--- config.mk ---
export PLATFORM = sky130hd
export DESIGN_NAME = spi_master_core
export DESIGN_NICKNAME = d
export VERILOG_FILES = /design/src/rtl/spi_master_pkg.sv /design/src/rtl/spi_half_timer.sv /design/src/rtl/spi_shifter.sv /design/src/rtl/spi_master_core.sv
export SDC_FILE = /design/constraint.sdc
export NUM_CORES = 1
export LEC_CHECK = 0
export ABC_AREA = 1
export ABC_CLOCK_PERIOD_IN_PS = 2500
export BUFFER_PORTS_ARGS = -buffer_cell sky130_fd_sc_hd__buf_2
export CORE_ASPECT_RATIO = 1.1
export CORE_MARGIN = 5
export CORE_UTILIZATION = 57
export DETAILED_ROUTE_END_ITERATION = 16
export GPL_ROUTABILITY_DRIVEN = 0
export PLACE_DENSITY = 0.81
export SYNTH_ARGS = -nofsm -noshare
export SYNTH_HDL_FRONTEND = slang
export SYNTH_SLANG_ARGS = --single-unit
--- constraint.sdc ---
create_clock -name clk -period 2.5 [get_ports clk]
set_input_delay 0.5 -clock clk [delete_from_list [all_inputs] [get_ports clk]]
set_output_delay 0.5 -clock clk [all_outputs]
set_load 0.05 [all_outputs]
--- src/rtl/spi_master_pkg.sv ---
package spi_master_pkg;
  typedef enum logic [1:0] {
    ST_IDLE,
    ST_SETUP,
    ST_RUN,
    ST_HOLD
  } spi_state_e;
endpackage

--- src/rtl/spi_half_timer.sv ---
// Produces a one-cycle tick every 2^sel clocks while enabled.
module spi_half_timer #(
  parameter int SEL_W = 3
) (
  input  logic             clk,
  input  logic             rst,
  input  logic             en,
  input  logic [SEL_W-1:0] sel,
  output logic             tick
);
  localparam int CNT_W = (1 << SEL_W) - 1;

  logic [CNT_W-1:0] cnt;
  logic [CNT_W-1:0] lim;

  assign lim  = ~({CNT_W{1'b1}} << sel);
  assign tick = en && (cnt == lim);

  always_ff @(posedge clk) begin
    if (rst || !en) cnt <= '0;
    else if (tick)  cnt <= '0;
    else            cnt <= cnt + 1'b1;
  end

  // the counter never runs past the selected half-period
  assert_cnt_in_range_R6: assert property (@(posedge clk) disable iff (rst)
    en |-> (cnt <= lim));
endmodule

--- src/rtl/spi_shifter.sv ---
// Transmit and receive shift registers; bit order handled by reversal at the edges.
module spi_shifter #(
  parameter int DATA_W = 8
) (
  input  logic              clk,
  input  logic              rst,
  input  logic              load,
  input  logic              lsb_first,
  input  logic [DATA_W-1:0] tx_word,
  input  logic              shift_out,
  input  logic              sample_in,
  input  logic              miso,
  output logic              mosi,
  output logic [DATA_W-1:0] rx_word
);
  logic [DATA_W-1:0] tx_sr, rx_sr, tx_rev, rx_rev;

  for (genvar i = 0; i < DATA_W; i++) begin : g_rev
    assign tx_rev[i] = tx_word[DATA_W-1-i];
    assign rx_rev[i] = rx_sr[DATA_W-1-i];
  end

  always_ff @(posedge clk) begin
    if (rst) begin
      tx_sr <= '0;
      rx_sr <= '0;
    end else begin
      if (load)           tx_sr <= lsb_first ? tx_rev : tx_word;
      else if (shift_out) tx_sr <= {tx_sr[DATA_W-2:0], 1'b0};
      if (sample_in)      rx_sr <= {rx_sr[DATA_W-2:0], miso};
    end
  end

  assign mosi    = tx_sr[DATA_W-1];
  assign rx_word = lsb_first ? rx_rev : rx_sr;

  // after a load the first bit on the line is the selected end of the word
  assert_first_bit_R5: assert property (@(posedge clk) disable iff (rst)
    load |=> mosi == ($past(lsb_first) ? $past(tx_word[0]) : $past(tx_word[DATA_W-1])));
endmodule

--- src/rtl/spi_master_core.sv ---
module spi_master_core #(
  parameter int DATA_W = 8,
  parameter int SEL_W  = 3
) (
  input  logic              clk,
  input  logic              rst,
  input  logic              start,
  input  logic [DATA_W-1:0] tx_data,
  input  logic              cpol,
  input  logic              cpha,
  input  logic              lsb_first,
  input  logic [SEL_W-1:0]  presc_sel,
  input  logic              nss_hw,
  input  logic              nss_oe,
  input  logic              nss_sw,
  output logic [DATA_W-1:0] rx_data,
  output logic              busy,
  output logic              done,
  output logic              sck,
  output logic              mosi,
  input  logic              miso,
  output logic              nss_o,
  output logic              nss_en
);
  import spi_master_pkg::*;

  localparam int EDGES  = 2 * DATA_W;
  localparam int EDGE_W = $clog2(EDGES);
  localparam logic [EDGE_W-1:0] LAST_EDGE = EDGE_W'(EDGES - 1);

  spi_state_e        state;
  logic [EDGE_W-1:0] edge_cnt;
  logic              cfg_cpha, cfg_lsb;
  logic [SEL_W-1:0]  cfg_sel;
  logic              sck_q, nss_q, busy_q, done_q;
  logic [DATA_W-1:0] rx_q, rx_word;
  logic              tick, edge_tick, sample_edge, shift_edge, first_or_last;
  logic              accept;

  assign accept        = start && (state == ST_IDLE);
  assign edge_tick     = tick && (state == ST_RUN);
  assign first_or_last = cfg_cpha ? (edge_cnt == '0) : (edge_cnt == LAST_EDGE);
  assign sample_edge   = edge_tick && (edge_cnt[0] == cfg_cpha);
  assign shift_edge    = edge_tick && (edge_cnt[0] != cfg_cpha) && !first_or_last;

  spi_half_timer #(.SEL_W(SEL_W)) u_timer (
    .clk  (clk),
    .rst  (rst),
    .en   (state != ST_IDLE),
    .sel  (cfg_sel),
    .tick (tick)
  );

  spi_shifter #(.DATA_W(DATA_W)) u_shift (
    .clk       (clk),
    .rst       (rst),
    .load      (accept),
    .lsb_first (accept ? lsb_first : cfg_lsb),
    .tx_word   (tx_data),
    .shift_out (shift_edge),
    .sample_in (sample_edge),
    .miso      (miso),
    .mosi      (mosi),
    .rx_word   (rx_word)
  );

  always_ff @(posedge clk) begin
    if (rst) begin
      state    <= ST_IDLE;
      edge_cnt <= '0;
      cfg_cpha <= 1'b0;
      cfg_lsb  <= 1'b0;
      cfg_sel  <= '0;
      sck_q    <= 1'b0;
      nss_q    <= 1'b1;
      busy_q   <= 1'b0;
      done_q   <= 1'b0;
      rx_q     <= '0;
    end else begin
      done_q <= 1'b0;
      unique case (state)
        ST_IDLE: begin
          sck_q <= cpol;
          if (start) begin
            cfg_cpha <= cpha;
            cfg_lsb  <= lsb_first;
            cfg_sel  <= presc_sel;
            edge_cnt <= '0;
            busy_q   <= 1'b1;
            nss_q    <= 1'b0;
            state    <= ST_SETUP;
          end
        end
        ST_SETUP: if (tick) state <= ST_RUN;
        ST_RUN: if (tick) begin
          sck_q    <= ~sck_q;
          edge_cnt <= edge_cnt + 1'b1;
          if (edge_cnt == LAST_EDGE) state <= ST_HOLD;
        end
        ST_HOLD: if (tick) begin
          state  <= ST_IDLE;
          busy_q <= 1'b0;
          done_q <= 1'b1;
          nss_q  <= 1'b1;
          rx_q   <= rx_word;
        end
        default: state <= ST_IDLE;
      endcase
    end
  end

  assign rx_data = rx_q;
  assign busy    = busy_q;
  assign done    = done_q;
  assign sck     = sck_q;
  assign nss_o   = nss_hw ? nss_q : nss_sw;
  assign nss_en  = !nss_hw || nss_oe;

  // completion pulse lasts a single cycle
  assert_done_single_R10: assert property (@(posedge clk) disable iff (rst)
    done_q |=> !done_q);

  // busy only falls together with the completion pulse
  assert_busy_fall_R10: assert property (@(posedge clk) disable iff (rst)
    $fell(busy_q) |-> done_q);

  // idle clock level tracks polarity
  assert_sck_idle_R3: assert property (@(posedge clk) disable iff (rst)
    (state == ST_IDLE && $past(state == ST_IDLE)) |-> (sck_q == $past(cpol)));

  // core-driven select is held low for the whole transfer
  assert_nss_low_R8: assert property (@(posedge clk) disable iff (rst)
    busy_q |-> !nss_q);

  // no clock edge in the setup or closing interval
  assert_sck_quiet_R4: assert property (@(posedge clk) disable iff (rst)
    (state == ST_SETUP || state == ST_HOLD) |=> $stable(sck_q));

  // a start during a transfer leaves the captured settings unchanged
  assert_start_ignored_R11: assert property (@(posedge clk) disable iff (rst)
    (start && state != ST_IDLE) |=> ($stable(cfg_sel) && $stable(cfg_cpha) && $stable(cfg_lsb)));
endmodule

Word-level counts from Yosys, hierarchy flattened
Index checks and enable logic that the tools add are counted.
{"block": "word_totals", "ff_bits": 46, "out_inout_bits": 14}
{"block": "op_classes", "addsub": 2, "n_eq_ne": 12, "shifts": 1, "n_mux": 25, "bitwise": 3, "reduce_logical": 25}
{"op": "two-way mux 8 bit", "count": 4}
{"op": "two-way mux 2 bit", "count": 5}
{"op": "two-way mux 1 bit", "count": 9}
{"op": "two-way mux 4 bit", "count": 2}
{"op": "inequality test 2 bit (second input constant)", "count": 4}
{"op": "case mux 2 bit (4 select lines)", "count": 1}
{"op": "case mux 4 bit (2 select lines)", "count": 1}
{"op": "nonzero test 2 bit", "count": 4}
{"op": "adder 7 x 1 -> 7 bit (second input constant)", "count": 1}
{"op": "== test 7 bit", "count": 1}
{"op": "NOT 7 bit", "count": 1}
{"op": "left shift 7 x 3 -> 7 bit (first input constant)", "count": 1}
{"op": "logical AND 1 bit", "count": 6}
{"op": "case mux 1 bit (2 select lines)", "count": 3}
{"op": "AND reduction 2 bit", "count": 3}
{"op": "AND reduction 3 bit", "count": 2}
{"op": "AND reduction 5 bit", "count": 1}
{"op": "adder 4 x 1 -> 4 bit (second input constant)", "count": 1}
{"op": "== test 2 bit (second input constant)", "count": 2}
{"op": "== test 4 bit (second input constant)", "count": 1}
{"op": "zero test 4 bit", "count": 1}
{"op": "OR reduction 2 bit", "count": 2}
{"op": "zero test 1 bit", "count": 3}
{"op": "== test 2 x 1 -> 1 bit (second input constant)", "count": 1}
{"op": "6 further kinds", "count": 8}

Logic depth before layout (Yosys ltp)
Gate-level depths: netlist (run 1).
{"block": "logic_depth", "depth_word": 9, "depth_mapped": 14, "depth_no_buf": 12}

Cells and area by module
From an unflattened synthesis (run 1), not the netlist that was laid out.
{"block": "hier_totals", "hier_cells": 364, "hier_area_um2": 2483.6}
{"mod": "spi_master_core", "instances": 1, "cells_each": 154, "area_per_inst_um2": 1127.3}
{"mod": "spi_shifter", "instances": 1, "cells_each": 136, "area_per_inst_um2": 897.1}
{"mod": "spi_half_timer", "instances": 1, "cells_each": 74, "area_per_inst_um2": 459.2}

Worst setup path after synthesis (run 1)
OpenSTA, ideal clock, no wires.
{"block": "synth_path", "path_kind": "reg2reg", "from": "register state[0]", "to": "register u_shift.tx_sr[4]", "setup_time_ns": 0.113, "arrival_time_ns": 1.657, "required_ns": 2.387, "path_slack_ns": 0.730, "path_stages_with_launch": 15, "n_path_buf": 2, "period_less_slack_ns": 1.770, "path_cell_list": "dfxtp_1 > inv_1 > ha_1 > buf_2 > inv_1 > nand3_1 > nor2_1 > nand2_1 > nor2_1 > nand4_1 > nand2_1 > buf_4 > nand2_1 > nand2_1 > nor2_1"}
{"block": "synth_between", "elab_chain_len": 6, "word_cells_on_any_way": 12, "classes_between": "eq/ne (1); mux (3); reduce/logical (8)"}
{"element": "start, declared", "line": "spi_master_core.sv:31", "rtl": "spi_state_e state;"}
{"element": "start signal, assigned", "line": "spi_master_core.sv:69", "rtl": "state <= ST_IDLE;"}
{"element": "start signal, assigned", "line": "spi_master_core.sv:91", "rtl": "state <= ST_SETUP;"}
{"element": "start signal, assigned", "line": "spi_master_core.sv:94", "rtl": "ST_SETUP: if (tick) state <= ST_RUN;"}
{"element": "nonzero test 2 bit", "line": "spi_master_core.sv:49", "rtl": ".en (state != ST_IDLE),"}
{"element": "logical AND 1 bit", "line": "spi_half_timer.sv:17", "rtl": "assign tick = en && (cnt == lim);"}
{"element": "logical AND 1 bit", "line": "spi_master_core.sv:41", "rtl": "assign edge_tick = tick && (state == ST_RUN);"}
{"element": "logical AND 1 bit (2 in a row)", "line": "spi_master_core.sv:44", "rtl": "assign shift_edge = edge_tick && (edge_cnt[0] != cfg_cpha) && !first_or_last;"}
{"element": "nonzero test 2 bit (no line)"}
{"element": "end signal, assigned", "line": "spi_shifter.sv:28", "rtl": "if (load) tx_sr <= lsb_first ? tx_rev : tx_word;"}
{"element": "end signal, assigned", "line": "spi_shifter.sv:29", "rtl": "else if (shift_out) tx_sr <= {tx_sr[DATA_W-2:0], 1'b0};"}
{"element": "end, declared", "line": "spi_shifter.sv:16", "rtl": "logic [DATA_W-1:0] tx_sr, rx_sr, tx_rev, rx_rev;"}
Parallel ways exist; a longest one is shown, timed or not.
A chain may end at the register's enable or synchronous reset.

Final worst setup path (run 1)
{"block": "layout_path", "from": "register state[0]", "to": "register u_shift.tx_sr[6]"}
Same word-level chain as after synthesis.

==> results of run 1 <==
-- cells in the final DEF, fill, tap and decap left out, drive strengths merged --
cell type,Yosys,final
nand4,6,6
dfxtp,46,46
o31ai,2,2
bufinv,0,1
clkinv,2,3
a22oi,6,6
clkbuf,5,5
nor3b,1,1
o21ai,28,28
nand3,21,21
inv,46,47
buf,6,38
xor2,3,3
nor2,59,59
nor3,1,1
mux2,1,1
ha,7,7
a21oi,25,25
mux2i,1,1
nand2,107,107
-- worst max-delay path, delay by kind of cell, from the launching register on --
family,cells,cell delay [ps]
simple gates,9,1120
fa+ha+maj,1,280
buf+inv,2,200
flops,1,390
-- cells by family after synthesis --
kind of cell / after synthesis / synth area share [%]
buffers and inverters: 59 / 10.01
flip-flops: 46 / 37.78
AO/OA/AOI/OAI: 61 / 13.50
multiplexers: 2 / 0.8727
adder cells (fa/ha/maj): 7 / 3.593
XOR/XNOR: 3 / 1.078
AND/OR/NAND/NOR: 195 / 33.16
-- per-stage QoR --
step | setup slack [ps] | power (W) | utilization (%) | std cells
3_5_place_dp | 470.9 | 0.002300 | 62.55 | 454
5_1_grt | 198.6 | 0.003123 | 65.21 | 462
3_3_place_gp | 577.2 | 0.002255 | 62.55 | 454
6_report | 403.9 | 0.002853 | 65.21 | 462
4_1_cts | 436.7 | 0.002858 | 65.21 | 462
2_1_floorplan | 730.2 | 0.002051 | - | 373
-- per-layer routing --
layer  global-route usage, %  vias to the layer above  routed length [um]
met4                   6.579                        0                  76
li1                        -                     1245                   -
met5                       0                        -                   0
met1                   23.30                     1063                2385
met3                   4.609                        8                 229
met2                   36.79                       46                2615
-- final timing paths --
| check | from | end | slack (ps) | cells after the start |
|---|---|---|---|---|
| hold reg to reg | rx_data[7] | rx_data[7] | 460 | 2 |
| setup / recovery | state[0] | u_shift.tx_sr[6] | 400 | 12 |
| setup reg to reg | state[0] | u_shift.tx_sr[6] | 400 | 12 |
| hold / removal | miso | u_shift.rx_sr[0] | 430 | 3 |
-- state kept, by name, indices dropped and copies added, names as in the netlist --
signal and cells:
busy 1, u_timer.cnt 7, state 2, edge_cnt 4
nss_q 1, cfg_sel 3, u_shift.rx_sr 8, cfg_cpha 1
u_shift.tx_sr 8, done 1, cfg_lsb 1, sck 1
rx_data 8
-- layout make-up --
type	count	area, um2
fill	392	1469
multi-input combinational	268	1272
sequential	46	920.9
timing repair buffer	38	200.2
inverter	48	180.2
clock buffer	5	68.82
tap	54	67.56
clock inverter	3	43.79
-- power groups by stage --
stage / combinational [W] / clock [W] / sequential, W
floorplan: 0.00102 / 0 / 0.00103
global placement: 0.00125 / 0 / 0.00101
detailed placement: 0.00129 / 0 / 0.00101
CTS: 0.00130 / 0.000566 / 0.000997
global route: 0.00151 / 0.000596 / 0.00102
finish: 0.00130 / 0.000556 / 0.00100
==> flow_summary.yaml, run 1 <==
outcome:
  outcome: "finished, final reports clean"
route:
  postRouteAntennaNets: 0
  wl_mm: 5.307
  vias: 2362
  route.detailed.drc: 0
  drtIter0Drc: 126
  first_pass_iters: 4
  wl_per_cell_um: 11.49
  via_per_inst: 5.113
layout:
  nNetsFinal: 435
  diodes: 0
  drive_gt1_share_pct: 14.22
  area_growth_pct: 12.99
  final_cell_area_um2: 2754
cts:
  cts_tree: "built"
  cts_buffer_depth: 2
  clkTransAtPathRegs_ps: 90
  cts-buffers-inserted: 5
  cts-hold-fix-buffers: 0
  root_buffer: "clkbuf_8"
  cts_sinks: 46
  cts_repair_resize_count: 0
  post-cts-setup-buffers: 0
  insertion_delay_ps: 290
  ctsHtreeMaxLevel: 2
timing:
  hold_viol: 0
  finalCriticalPeriod_ps: 2096
  setup_viol: 0
  slew-limit-headroom_pct: 60.30
  slew_viol_final: 0
  tns_ps: 0
  hold_ws_ps: 432.5
  timing.fmax_ghz: 0.4771
  period_share_pct: 83.84
  worst_slew_pin_slew_ps: 595.5
  rsz0062_at_grt: "false"
  fin_skew_ps: 6.175
yosys:
  yosys-top-cells-count: "nand2_1, nor2_1, dfxtp_1"
  ys.flop_type: "dfxtp_1"
  synth_area_leaders: "dfxtp_1, nand2_1, nor2_1"
  synth_nets: 401
  yosys_warnings: 0
  synth_cell_types: 28
  async_flop_share_pct: 0
  synth-seq-area-share_pct: 37.78
  avgSynthCellArea_um2: 6.534
  synth_most_common_cell: "nand2_1"
  synth_edf_count: 0
  synth_seq_cells: 46
  yosysTopAreaCell: "dfxtp_1"
  syn_inst: 373
  syn_area_um2: 2437
  yosysTopAreaCellShare_pct: 37.78
grt:
  overflow: 0
  track_usage_pct: 20.39
  grt_pass1_wl_mm: 9.535
  grt_max_degree: 19
  antenna_found_initial: 0
  grt_pass1_vias: 2328
placement:
  portBuffers: 34
  dpl_cell_area_um2: 2641
  dp_hpwl_mm: 3.996
pwr:
  switchingPower_w: 0.001244
  ir_drop_uv: 529.7
  p_per_area_nw_per_um2: 1036
  combPwrFrac_pct: 45.4
  p_int_w: 0.001609
  swShare_pct: 43.60
  seqPwrFrac_pct: 35.1
  power_leakage_nw: 1.405
  pwr-share-clk_pct: 19.5
die:
  row_count: 25
  die_x_um: 72.35
  coreArea_um2: 4223
  start_util_pct: 57.72
  pin_count: 35
  die_h_um: 78.59
  die-area_um2: 5686
min_path:
  hold_class: "in2reg"
worst_setup_path:
  path_class: "reg2reg"
  slowest_delay_ps: 390
  crit_required_ps: 2690
  cpMostUsedCell: "nand2_1"
  end_kind: "register"
  critical_path.slowest_cell: "dfxtp_1"
  cp_max_fo: 14
  start_kind: "register"
  crit_chain: "inv_1 -> ha_1 -> inv_1 -> nand3_1 -> nor2_1 -> nand2_1 -> nor2_1 -> nand4_1 -> nand2_1 -> nand2_1 -> nand2_1 -> nor2_1"
  worstPathArrival_ps: 2290
job:
  max_cap_violations: 0
Note: power is estimated with default switching activity, not from simulation.
==> run 2, diff against run 1 <==
--- a/config.mk
+++ b/config.mk
@@ -5,15 +5,15 @@
 export SDC_FILE = /design/constraint.sdc
 export NUM_CORES = 1
 export LEC_CHECK = 0
-export ABC_AREA = 1
-export ABC_CLOCK_PERIOD_IN_PS = 2500
+export ABC_AREA = 0
+export ABC_CLOCK_PERIOD_IN_PS = 1900
 export BUFFER_PORTS_ARGS = -buffer_cell sky130_fd_sc_hd__buf_2
 export CORE_ASPECT_RATIO = 1.1
 export CORE_MARGIN = 5
-export CORE_UTILIZATION = 57
+export CORE_UTILIZATION = 51
 export DETAILED_ROUTE_END_ITERATION = 16
 export GPL_ROUTABILITY_DRIVEN = 0
-export PLACE_DENSITY = 0.81
+export PLACE_DENSITY = 0.77
 export SYNTH_ARGS = -nofsm -noshare
 export SYNTH_HDL_FRONTEND = slang
 export SYNTH_SLANG_ARGS = --single-unit
==> constraint.sdc (replaced) <==
create_clock -name clk -period 1.9 [get_ports clk]
set_input_delay 0.38 -clock clk [delete_from_list [all_inputs] [get_ports clk]]
set_output_delay 0.38 -clock clk [all_outputs]
set_load 0.05 [all_outputs]
==> run 2 against run 1 <==
Against the previous run:
- the run now ends with negative setup slack left
- combinational power grew 34%
- non-clock buffer count up 46
- wire length is 10% higher
- critical path depth fell by 5
- hold slack lost 130 ps
- sequential share of layout area shrank 4.7 points
- critical endpoint is now edge_cnt[3]
==> flow_summary.yaml, run 2 <==
outcome:
  outcome: "finished with violations"
  violations: "negative setup slack"
cts:
  cts_tree: "built"
  insertion_delay_ps: 300
  ctsHtreeMaxLevel: 2
  cts-buffers-inserted: 5
  root_buffer: "clkbuf_8"
  cts-hold-fix-buffers: 0
  cts_sinks: 46
  cts_buffer_depth: 2
  clkTransAtPathRegs_ps: 90
yosys:
  synth_seq_cells: 46
  yosysTopAreaCellShare_pct: 39.44
  yosysTopAreaCell: "dfxtp_1"
  async_flop_share_pct: 0
  syn_area_um2: 2335
  synth_nets: 283
  synth_area_leaders: "dfxtp_1, mux2i_1, nor2_1"
  syn_inst: 255
  synth_most_common_cell: "dfxtp_1"
  yosys-top-cells-count: "dfxtp_1, nor2_1, mux2i_1"
  yosys_warnings: 0
  avgSynthCellArea_um2: 9.156
  synth_cell_types: 51
  ys.flop_type: "dfxtp_1"
  synth_edf_count: 0
  synth-seq-area-share_pct: 39.44
grt:
  grt_pass1_vias: 2086
  overflow: 0
  grt_pass1_wl_mm: 9.259
  track_usage_pct: 19.60
  antenna_found_initial: 0
  grt_max_degree: 28
timing:
  fin_skew_ps: 6.760
  slew-limit-headroom_pct: 72.32
  slew_viol_final: 0
  period_share_pct: 122.3
  hold_ws_ps: 304.2
  worst_slew_pin_slew_ps: 414.2
  setup_viol: 41
  finalCriticalPeriod_ps: 2324
  rsz0062_at_grt: "true"
  fin_ws_ps: -424.3
  hold_viol: 0
  timing.fmax_ghz: 0.4302
worst_setup_path:
  r2r-start: "cfg_sel[2]"
  worst_r2r_endpoint: "edge_cnt[3]"
  rrSetupSlack_ps: -420
  path_class: "reg2reg"
  end_kind: "register"
  worstPathArrival_ps: 2550
  crit_required_ps: 2130
  cp_max_fo: 4
  start_kind: "register"
  reg2reg_depth: 7
pwr:
  p_int_w: 0.002173
  power_leakage_nw: 1.416
  switchingPower_w: 0.001332
  pwr-share-clk_pct: 17.5
  seqPwrFrac_pct: 32.8
  power_w: 0.003505
  swShare_pct: 37.99
  ir_drop_uv: 653.9
  combPwrFrac_pct: 49.7
  p_per_area_nw_per_um2: 1089
placement:
  place_ws_ps: -502.6
  dp.cells: 372
  portBuffers: 34
  dp_hpwl_mm: 3.939
min_path:
  hold_class: "in2reg"
  min_from: "presc_sel[2]"
  hold_depth: 3
  worstHoldEndpoint: "cfg_sel[2]"
layout:
  final_common_cell: "dfxtp_1"
  drive_gt1_share_pct: 41.74
  nNetsFinal: 360
  diodes: 0
  mostFrequentLayoutCells: "dfxtp_1, buf_4, nor2_1"
  fin_util_pct: 73.46
  instances_no_fill: 387
  area_growth_pct: 37.78
route:
  wl_mm: 5.859
  route.detailed.drc: 0
  drtIter0Drc: 134
  via_per_inst: 5.509
  wl_per_cell_um: 15.14
  vias: 2132
  postRouteAntennaNets: 0
  first_pass_iters: 4
die:
  die-area_um2: 6032
  die_x_um: 74.51
  start_util_pct: 53.31
  coreArea_um2: 4379
  row_count: 25
  die_h_um: 80.96
  pin_count: 35
job:
  max_cap_violations: 0
-- run 2: cell types whose count changed in the layout (fill, tap and decap cells not counted), moves of 12 or more --
cell | previous run | this run
a21oi_1 | 25 | 9
buf_4 | 4 | 38
inv_1 | 43 | 8
mux2i_1 | 1 | 23
nand2_1 | 106 | 19
nand3_1 | 20 | 8
nor2_1 | 54 | 35
o21ai_0 | 16 | 4
-- run 2: per-stage QoR --
step | instance area [um2] | TNS (ps)
floorplan | 2430 | -8856
global placement | 2925 | -12420
detailed placement | 2925 | -13160
CTS | 3117 | -9538
global route | 3217 | -16530
finish | 3217 | -13860
-- run 2: logic make-up (layout without fill, tap and decap cells) --
| family | Yosys count | in the layout | synth area share [%] |
|---|---|---|---|
| muxes | 31 | 31 | 13.61 |
| DFF | 46 | 46 | 39.44 |
| adders and majority gates | 7 | 7 | 3.751 |
| AOI/OAI and AO/OA | 46 | 46 | 15.92 |
| and+or+nand+nor | 96 | 96 | 20.36 |
| xor gates and xnor gates | 7 | 7 | 2.626 |
| buffers and inverters | 22 | 100 | 4.287 |
-- run 2: worst max path at each step --
stage	startpoint	to	slack [ps]	cells after the start
after floorplan	cfg_sel[1]	u_shift.tx_sr[5]	-510	8
after global placement	cfg_sel[1]	u_shift.tx_sr[5]	-440	7
after detailed placement	cfg_sel[1]	u_shift.tx_sr[6]	-500	7
after CTS	cfg_sel[2]	u_shift.tx_sr[6]	-360	7
after global routing	cfg_sel[2]	state[0]	-460	7
final	cfg_sel[2]	edge_cnt[3]	-420	7
-- run 2: timing repair --
item	CTS	global route
pin swaps	10	8
hold endpoints to repair	0	0
cloned	0	1
setup endpoints to repair	41	41
buffers inserted	5	3
gates resized for setup	16	17
-- run 2: cell type report --
type	instances	area, um2
multi-input combinational	187	1483
fill	322	1162
sequential	46	924.6
timing repair buffer	84	621.8
clock buffer	5	68.82
tap	54	67.56
inverter	8	30.03
clock inverter	3	21.27
-- run 2: per-layer routing --
layer	routed length, um	GRT usage (%)	vias up
met2	3098	33.92	45
met3	238	4.084	10
met5	0	0	-
met1	2422	23.51	1015
li1	-	-	1062
met4	99	7.473	0
-- run 2: critical path: stages, from the launching register on --
cell     delay, ps
dfxtp_2        330
or3_4          380
or3_4          380
buf_6          130
a32oi_4        300
nand2_4        100
or4_4          460
o31ai_2        180
-- run 2: power by group through the flow --
stage	combinational, W	sequential [W]	clock [W]
finish	0.00174	0.00115	0.000613
global route	0.00187	0.00117	0.000670
CTS	0.00159	0.00115	0.000626
detailed placement	0.00148	0.00117	0
global placement	0.00145	0.00116	0
floorplan	0.000888	0.00125	0
==> run 3, diff against run 2 <==
--- a/config.mk
+++ b/config.mk
@@ -5,15 +5,14 @@
 export SDC_FILE = /design/constraint.sdc
 export NUM_CORES = 1
 export LEC_CHECK = 0
-export ABC_AREA = 0
+export ABC_AREA = 1
 export ABC_CLOCK_PERIOD_IN_PS = 1900
 export BUFFER_PORTS_ARGS = -buffer_cell sky130_fd_sc_hd__buf_2
 export CORE_ASPECT_RATIO = 1.1
-export CORE_MARGIN = 5
-export CORE_UTILIZATION = 51
+export CORE_UTILIZATION = 25
 export DETAILED_ROUTE_END_ITERATION = 16
 export GPL_ROUTABILITY_DRIVEN = 0
-export PLACE_DENSITY = 0.77
+export PLACE_DENSITY = 0.45
 export SYNTH_ARGS = -nofsm -noshare
 export SYNTH_HDL_FRONTEND = slang
 export SYNTH_SLANG_ARGS = --single-unit
==> run 3 against run 2 <==
Against the previous run:
- the flow now finishes without violations
- clock skew rose by 3.4 ps
- sequential share of layout area is 2.7 points higher
- non-clock buffer count is 39 lower
- register-to-register slack gained 570 ps
- total power up 13%
- sequential power rose by 14%
- die area up 68%
- cell count is 38% higher
- clock-buffer cell count is the same
- combinational power grew 14%
- clock power grew 8.5%
- maximum frequency up 33%
==> flow_summary.yaml, run 3 (synthesized netlist as in run 1, its figures left out) <==
cts:
  cts-buffers-inserted: 5
  insertion_delay_ps: 310
  ctsHtreeMaxLevel: 2
  cts_sinks: 46
  cts_tree: "built"
  root_buffer: "clkbuf_8"
  clkTransAtPathRegs_ps: 100
  cts-hold-fix-buffers: 0
  cts_buffer_depth: 2
layout:
  final_common_cell: "nand2_1"
  fin_util_pct: 31.38
  instances_no_fill: 533
  diodes: 0
  drive_gt1_share_pct: 19.23
  mostFrequentLayoutCells: "nand2_1, nor2_1, inv_1, dfxtp_1, buf_2"
  nNetsFinal: 443
  fillerInstances: 1055
  area_growth_pct: 21.00
route:
  route.detailed.drc: 0
  drtIter0Drc: 67
  vias: 2348
  first_pass_iters: 4
  via_per_inst: 4.405
  wl_per_cell_um: 11.17
  wl_mm: 5.955
  postRouteAntennaNets: 0
worst_setup_path:
  path_class: "reg2reg"
  end_kind: "register"
  worstPathArrival_ps: 1960
  reg2reg_depth: 12
  r2r-start: "state[1]"
  worst_r2r_endpoint: "state[1]"
  cp_max_fo: 6
  crit_required_ps: 2110
  start_kind: "register"
  rrSetupSlack_ps: 150
placement:
  dp_hpwl_mm: 4.380
  portBuffers: 34
  dp.cells: 521
  place_ws_ps: 74.26
grt:
  grt_pass1_wl_mm: 10.13
  overflow: 0
  track_usage_pct: 12.66
  grt_max_degree: 24
  antenna_found_initial: 0
  grt_pass1_vias: 2320
timing:
  timing.fmax_ghz: 0.5713
  setup_viol: 0
  hold_viol: 0
  slew_viol_final: 0
  worst_slew_pin_slew_ps: 483.9
  period_share_pct: 92.12
  finalCriticalPeriod_ps: 1750
  tns_ps: 0
  slew-limit-headroom_pct: 67.47
  fin_skew_ps: 10.18
  fin_ws_ps: 149.7
die:
  die_x_um: 96.15
  coreArea_um2: 9398
  die-area_um2: 10150
  pin_count: 35
  start_util_pct: 25.94
  die_h_um: 105.6
  row_count: 37
job:
  max_cap_violations: 0
min_path:
  min_from: "miso"
  worstHoldEndpoint: "u_shift.rx_sr[0]"
  hold_depth: 3
  hold_class: "in2reg"
pwr:
  p_per_area_nw_per_um2: 1342
  ir_drop_uv: 382.0
  power_leakage_nw: 1.437
outcome:
  outcome: "finished, final reports clean"
## run 3: changes by cell type in the layout (fill, tap and decap cells not counted), sizes merged, moves of 5 or more
| cell | delta |
|---|---|
| nand2 | +85 |
| inv | +40 |
| buf | -38 |
| mux2i | -24 |
| o21ai | +24 |
| nor2 | +20 |
| a21oi | +16 |
| a211oi | -15 |
| nand3 | +13 |
| xnor2 | -6 |
| a22oi | +5 |
| mux2 | -5 |
## run 3: repair_timing
action / CTS / global route
buffers inserted: 0 / 3
endpoints found under the setup margin: 0 / 29
resized for setup: 0 / 20
## run 3: per-stage QoR
stage	instance area [um2]	hold slack, ps	total power [W]
2_1_floorplan	2437	413.3	0.002699
3_3_place_gp	2763	448.2	0.003150
3_5_place_dp	2763	450.2	0.003150
4_1_cts	2860	287.8	0.003838
5_1_grt	2949	317.5	0.004356
6_report	2949	297.2	0.003959
## run 3: final cells by class
type | count | area [um2] | share of cell area, %
sequential | 46 | 927.1 | 31.44
clock buffer | 5 | 68.82 | 2.333
tap | 117 | 146.4 | 4.964
clock inverter | 3 | 28.78 | 0.9758
timing repair buffer | 45 | 272.8 | 9.249
multi-input combinational | 269 | 1325 | 44.93
inverter | 48 | 180.2 | 6.109
## run 3: how the worst max path moves through the flow
stage | slack, ps | endpoint | startpoint | cells after the start
final | 150 | state[1] | state[1] | 12
after global routing | -9 | u_shift.rx_sr[4] | state[1] | 12
after CTS | 50 | edge_cnt[2] | state[1] | 11
after detailed placement | 70 | edge_cnt[3] | state[1] | 11
after global placement | 100 | u_shift.rx_sr[3] | cfg_sel[2] | 11
after floorplan | 130 | u_shift.tx_sr[4] | state[0] | 14
## run 3: critical path: stages (launching register included)
cell and delay [ps]:
dfxtp_2 340, inv_1 60, ha_2 200, buf_6 130, nor2_4 90, nand2_2 70, nor2_4 150, nand3_4 90
buf_4 150, o31ai_1 130, nand3_1 120, nand2_1 90, nor2_1 40
## run 3: per-layer routing
layer	share of wire, %	GRT usage (%)	vias up
li1	-	-	1266
met1	47	14.86	1048
met2	49	23.15	30
met3	2.6	1.948	4
met4	1.1	3.518	0
met5	0	0	-
## run 3: report_power, final
| group | internal (W) | switching, W | leakage, nW |
|---|---|---|---|
| registers | 0.00115 | 0.000153 | 0.377 |
| logic | 0.000736 | 0.00125 | 1.01 |
| clock network | 0.000276 | 0.000389 | 0.0506 |
